### src/rtl/fcs_pkg.sv
package fcs_pkg;
  typedef enum logic [2:0] {
    ST_IDLE,
    ST_ARMED,
    ST_WRST,
    ST_WRITE,
    ST_RRST,
    ST_READ
  } fcs_state_e;
endpackage

### src/rtl/fcs_counter.sv
// Sample counter: clears, increments on enable, flags the last position.
module fcs_counter #(
  parameter int COUNT = 239330
) (
  input  logic clk,
  input  logic rst_n,
  input  logic clr,
  input  logic inc,
  output logic last
);
  localparam int CW = (COUNT > 1) ? $clog2(COUNT) : 1;

  logic [CW-1:0] cnt_q, cnt_d;

  always_comb begin
    cnt_d = cnt_q;
    if (clr)      cnt_d = '0;
    else if (inc) cnt_d = cnt_q + 1'b1;
  end

  always_ff @(posedge clk or negedge rst_n) begin
    if (!rst_n) cnt_q <= '0;
    else        cnt_q <= cnt_d;
  end

  assign last = (cnt_q == CW'(COUNT - 1));
endmodule

### src/rtl/fcs_ctrl.sv
// Capture / readout phase sequencer.
module fcs_ctrl
  import fcs_pkg::*;
(
  input  logic       clk,
  input  logic       rst_n,
  input  logic       low_power,
  input  logic       cap_req,
  input  logic       sync_locked,
  input  logic       field_start,
  input  logic       wr_last,
  input  logic       rd_done,
  output fcs_state_e state
);
  fcs_state_e state_d;

  always_comb begin
    state_d = state;
    unique case (state)
      ST_IDLE:  if (cap_req) state_d = ST_ARMED;
      ST_ARMED: if (sync_locked && field_start) state_d = ST_WRST;
      ST_WRST:  state_d = ST_WRITE;
      ST_WRITE: if (wr_last) state_d = ST_RRST;
      ST_RRST:  state_d = ST_READ;
      ST_READ:  if (rd_done) state_d = ST_IDLE;
      default:  state_d = ST_IDLE;
    endcase
    if (low_power) state_d = ST_IDLE;
  end

  always_ff @(posedge clk or negedge rst_n) begin
    if (!rst_n) state <= ST_IDLE;
    else        state <= state_d;
  end
endmodule

### src/rtl/fcs_rd_pipe.sv
// Read pacing: request -> strobe -> memory data -> valid pulse.
module fcs_rd_pipe #(
  parameter int DATA_W = 8
) (
  input  logic              clk,
  input  logic              rst_n,
  input  logic              en,
  input  logic              host_req,
  input  logic [DATA_W-1:0] mem_rdata,
  output logic              rd_stb,
  output logic              rd_pend,
  output logic              host_valid,
  output logic [DATA_W-1:0] host_data
);
  logic              stb_d, pend_d, vld_d;
  logic [DATA_W-1:0] data_d;

  always_comb begin
    stb_d  = en && host_req && !rd_stb && !rd_pend;
    pend_d = rd_stb && en;
    vld_d  = rd_pend && en;
    data_d = vld_d ? mem_rdata : host_data;
  end

  always_ff @(posedge clk or negedge rst_n) begin
    if (!rst_n) begin
      rd_stb     <= 1'b0;
      rd_pend    <= 1'b0;
      host_valid <= 1'b0;
      host_data  <= '0;
    end else begin
      rd_stb     <= stb_d;
      rd_pend    <= pend_d;
      host_valid <= vld_d;
      host_data  <= data_d;
    end
  end
endmodule

### src/rtl/field_capture_seq.sv
// Field capture sequencer top.
module field_capture_seq
  import fcs_pkg::*;
#(
  parameter int LINES            = 263,
  parameter int SAMPLES_PER_LINE = 910,
  parameter int DATA_W           = 8
) (
  input  logic              clk,
  input  logic              rst_n,
  input  logic              low_power,
  input  logic              cap_req,
  input  logic              sync_locked,
  input  logic              field_start,
  output logic              mem_wrst,
  output logic              mem_wck_en,
  output logic              mem_we,
  output logic              mem_rrst,
  output logic              mem_rstb,
  input  logic [DATA_W-1:0] mem_rdata,
  input  logic              host_req,
  output logic              host_valid,
  output logic [DATA_W-1:0] host_data,
  output logic              busy,
  output logic              done
);
  localparam int FIELD_LEN = LINES * SAMPLES_PER_LINE;

  fcs_state_e state;
  logic       wr_last, rd_last, rd_done;
  logic       rd_en, rd_stb, rd_pend;
  logic       awake;

  assign awake   = !low_power;
  assign rd_en   = (state == ST_READ) && awake;
  assign rd_done = rd_pend && rd_last;

  fcs_ctrl u_ctrl (
    .clk         (clk),
    .rst_n       (rst_n),
    .low_power   (low_power),
    .cap_req     (cap_req),
    .sync_locked (sync_locked),
    .field_start (field_start),
    .wr_last     (wr_last),
    .rd_done     (rd_done),
    .state       (state)
  );

  fcs_counter #(.COUNT(FIELD_LEN)) u_wr_cnt (
    .clk   (clk),
    .rst_n (rst_n),
    .clr   (state == ST_WRST),
    .inc   ((state == ST_WRITE) && awake),
    .last  (wr_last)
  );

  fcs_counter #(.COUNT(FIELD_LEN)) u_rd_cnt (
    .clk   (clk),
    .rst_n (rst_n),
    .clr   (state == ST_RRST),
    .inc   (rd_pend && rd_en),
    .last  (rd_last)
  );

  fcs_rd_pipe #(.DATA_W(DATA_W)) u_rd (
    .clk        (clk),
    .rst_n      (rst_n),
    .en         (rd_en),
    .host_req   (host_req),
    .mem_rdata  (mem_rdata),
    .rd_stb     (rd_stb),
    .rd_pend    (rd_pend),
    .host_valid (host_valid),
    .host_data  (host_data)
  );

  always_comb begin
    mem_wrst   = awake && (state == ST_WRST);
    mem_wck_en = awake && ((state == ST_WRST) || (state == ST_WRITE));
    mem_we     = awake && (state == ST_WRITE);
    mem_rrst   = awake && (state == ST_RRST);
    mem_rstb   = awake && rd_stb;
    busy       = awake && ((state == ST_ARMED) || (state == ST_WRST) ||
                           (state == ST_WRITE) || (state == ST_RRST));
    done       = rd_en;
  end
endmodule

### config.mk
export PLATFORM = sky130hd
export DESIGN_NAME = field_capture_seq
export DESIGN_NICKNAME = d
export VERILOG_FILES = /design/src/rtl/fcs_pkg.sv /design/src/rtl/fcs_counter.sv /design/src/rtl/fcs_ctrl.sv /design/src/rtl/fcs_rd_pipe.sv /design/src/rtl/field_capture_seq.sv
export SDC_FILE = /design/constraint.sdc
export NUM_CORES = 1
export LEC_CHECK = 0
export BUFFER_PORTS_ARGS = -buffer_cell sky130_fd_sc_hd__buf_2
export CORE_UTILIZATION = 58
export DETAILED_ROUTE_END_ITERATION = 10
export PLACE_DENSITY = 0.87
export SLEW_MARGIN = 30
export SYNTH_ARGS = -nofsm -noshare
export SYNTH_HDL_FRONTEND = slang
export SYNTH_SLANG_ARGS = --single-unit
### constraint.sdc
create_clock -name clk -period 1.83 [get_ports clk]
set_input_delay 0.366 -clock clk [delete_from_list [all_inputs] [get_ports clk]]
set_output_delay 0.366 -clock clk [all_outputs]
set_load 0.01 [all_outputs]
==> results.md <==
Status:
- The flow ran to the end, but the final reports show violations.
- The checks that failed: setup timing.

Timing:
- After layout, the worst setup slack is -38.32 ps.
- Timing would allow up to 0.5352 GHz.
- Dividing the final minimum period by the clock period gives 102.1%.
- On the final layout, the worst hold slack is 9.578 ps.
- At the pin with the least slew margin, the transition time is 513.2 ps.
- The maximum clock skew at final layout is 7.896 ps.
- The final count of hold timing violations is 0.
- The sum of negative setup slack is -91.63 ps.
- Setup repair after global routing could not meet its margin everywhere.
- The final-report max-slew violation count is 0.
- The worst-case headroom to the max-slew limit is 65.79%.
- The routed design could run at a clock period as short as 1868 ps.
- The final setup violation count is 4.

Finish:
- The count of antenna diodes in the layout is 0.
- The area growth from synthesis to layout is 19.28%.
- Of the cells placed in the final design, the portion with a size suffix greater than 1 is 23.24%.
- The net count reported at finish is 345.
- Counting the fill cells in the layout gives 280.
- The share of the core filled with cells in the final layout is 74.34%.

Synthesis:
- The synthesized design devotes to its leading area cell type 48.45% of total area.
- The post-synthesis cell area is 0.002582 mm2.
- The net count after synthesis is 300.
- The async set-reset flop share out of synthesis is 100.0%.
- Yosys mapped the design onto 43 distinct sky130hd cell types.
- The number of warning messages in the yosys log is 0.
- Counting flops with a built-in enable in the synthesized netlist gives 0.
- Counting flops and latches in the post-synthesis netlist gives 50.
- For this run, the leading register cell type out of synthesis is dfrtp_1.
- Summed over all instances, the cell type with the most area after synthesis is dfrtp_1.
- The synthesized netlist cell count is 281.
- The per-instance average area after synthesis is 9.190 um2.
- The share of the Yosys chip area taken by registers is 48.45%.
- The commonest cells after synthesis are dfrtp_1, nand2_1, nor2_1.
- Among all cell types in the netlist, the one instantiated most often is dfrtp_1.
- Sorting the synthesized cells by area gives the leading types as dfrtp_1, xnor2_1, nand2_1.

Pwr:
- The static power due to leakage is 1.456 nW.
- The post-route total power is 2.891 mW.
- The cell area power density is 938.6 mW/mm2.
- The maximum resistive drop on vdd is 0.0004169 V.

Clock network:
- No sink is reached through more buffers than the 2 on the longest clock path.
- The number of hold-repair buffers added at the cts stage is 0.
- For this design, the sink count on the clock tree is 50.
- The source-to-sink clock delay at the later pin of the worst-skew pair is 310 ps.
- The clock buffer count from CTS is 5.
- The TritonCTS clock tree is yes.
- Clock tree synthesis selected as its root buffer the cell clkbuf_8.
- The H-tree level count is 2.
- After clock tree synthesis, the clock-pin slew on the worst setup and hold paths is 90 ps.

Setup path:
- The worst register-to-register path has a depth of 4.
- The reg-to-reg critical path endpoint is u_ctrl.state[0]$_DFFE_PN0P_.
- Traced cell by cell, the critical path runs through buf_6 -> nor2_4 -> and2_4 -> nor2_1 -> nor2_1 -> buf_2.
- The delay of the slowest cell on the worst path is 410 ps.
- Counting stages on the worst path, the most repeated cell is nor2_1.
- The startpoint identified for the worst register-to-register timing path is u_wr_cnt.cnt_q[8]$_DFFE_PN0P_.
- Along the worst path, the maximum fanout reaches 9.
- The required time at the worst-slack endpoint is 1460 ps.
- The worst setup path is captured at a primary output.
- The critical setup path kind is flip-flop to primary output.
- Data arrives at the worst endpoint at 1500 ps.
- The critical path startpoint category is a flip-flop.
- The reg-to-reg setup timing slack is 30 ps.
- The slowest cell on the critical path is dfrtp_1.

Floorplanning:
- The die covers 0.004723 mm2.
- The die height is 68.73 um.
- The count of boundary I/O pins is 31.
- The initialized floorplan defines 23 standard-cell rows.
- The horizontal die dimension is 68.73 um.
- The area inside the core boundary is 0.004144 mm2.
- Once the floorplan was initialized, standard cells occupied 62.32% of the core.

Global routing:
- The via count of the first global-routing pass was 2,060.
- For this run, global-route usage on met2 was measured as 41.30%.
- Global routing finished with a remaining overflow of 0.
- Global routing used 36.84% of the available met1 tracks.
- Across every metal layer, demand over resource in global routing totals 27.48%.
- For this run, global-route usage on met3 was measured as 7.895%.
- The number of antenna violations at the first check in global routing is 0.
- The wire length of the first global-routing pass is 9.294 mm.
- Entering global routing, the biggest net connects 31 pins.
- The layer with the highest usage is met2.

Detailed routing:
- The first-pass iteration count of the detailed router is 4.
- The mean routed wirelength per cell is 16.08 um.
- The count of vias placed by the detailed router is 2,271.
- The detail route stage leaves a number of antenna-violating nets equal to 0.
- In this run, the number of DRC markers left after iteration 0 of detailed routing was 222.
- The average vias per placed instance is 6.024.
- In the routed design, unresolved DRC markers number 0.
- The total length of routed wires is 6.064 mm.

Placement:
- The congestion estimate from routability-driven global placement came to 0.8096.
- The count of buffers inserted at the top-level ports is 30.
- The HPWL after detailed placement is 3.921 mm.

Run:
- The max-cap violation count is 0.

Min path:
- In this run the worst hold path is classified as primary input to asynchronous set/reset pin.
## where the power goes
part           internal (mW)  leakage, nW  switching (mW)
Clock                  0.306       0.0482           0.366
Sequential              1.19        0.682           0.116
Combinational          0.398        0.726           0.511
## worst max-delay path: cells and delay by family, from the launching register on
kind / cells / cell delay [ps]
buf+inv: 2 / 310
flops: 1 / 410
simple gates: 4 / 480
## placed cells by master, fill, tap and decap left out, types with 3 or more instances in the layout
master,Yosys,layout
ha_1,4,4
xor2_1,6,6
nor3_1,11,11
inv_1,8,8
and3_1,4,4
buf_4,1,16
nand2_1,43,43
nor2_1,41,40
nand4_1,9,9
dfrtp_1,50,48
xnor2_1,24,24
o21ai_0,5,5
o31ai_1,4,3
nand3_1,13,13
or3_1,4,4
nor4_2,1,4
a21oi_1,3,3
nor4_1,8,4
buf_2,2,30
clkbuf_8,0,6
## area by class of cell
class / count / area [um2] / area share [%]
sequential: 50 / 1254 / 40.70
clock buffer: 7 / 86.33 / 2.803
tap: 50 / 62.56 / 2.031
timing repair buffer: 49 / 312.8 / 10.15
clock inverter: 1 / 5.005 / 0.1625
inverter: 9 / 33.78 / 1.097
multi-input combinational: 211 / 1326 / 43.05
## worst max-delay path by stage
stage                                                end  slack (ps)  depth (start not counted)                        start
after floorplan           u_rd_cnt.cnt_q[15]$_DFFE_PN0P_         170                          7  u_ctrl.state[1]$_DFFE_PN0P_
after global placement    u_rd_cnt.cnt_q[15]$_DFFE_PN0P_          70                          6                    low_power
after detailed placement  u_rd_cnt.cnt_q[16]$_DFFE_PN0P_          20                          6                    low_power
after CTS                                           busy         -40                          6  u_ctrl.state[1]$_DFFE_PN0P_
after global routing                                busy         -90                          6  u_ctrl.state[0]$_DFFE_PN0P_
final                                               busy         -40                          6  u_ctrl.state[0]$_DFFE_PN0P_
## state kept, by name, summed over array words and instances (netlist names)
register and cells:
u_ctrl.state 3, u_rd.host_data 8, u_rd.rd_stb 1, u_rd_cnt.cnt_q 18, u_rd.rd_pend 1, u_wr_cnt.cnt_q 18
u_rd.host_valid 1
## metal layers
metal / routed length, um / vias to the layer above / part of all wire (%)
met5: 0 / - / 0
met4: 131 / 0 / 2.2
met3: 401 / 16 / 6.6
met2: 2933 / 109 / 48
met1: 2597 / 1094 / 43
li1: - / 1052 / -
## kinds of logic after synthesis
family          share of synthesized area (%)
buf+inv                                 3.149
simple gates                            30.91
fa+ha+maj                               1.938
compound gates                          5.378
xor+xnor                                10.17
flops                                   48.45
## metrics by stage
stage                     worst slack [ps]  cell area (um2)  std cells
after floorplan                      174.0             2582        281
after global placement               74.55             2888        367
after detailed placement             18.43             2888        367
after CTS                           -42.88             3012        377
after global routing                -92.91             3080        377
final                               -38.32             3080        377
## timing repair
action                     4_1_cts  5_1_grt
buffers inserted                 2        0
resized for setup                6       13
setup endpoints to repair        6       14
pin swaps                        0        3
No activity file was read; power rests on OpenSTA's default activity.
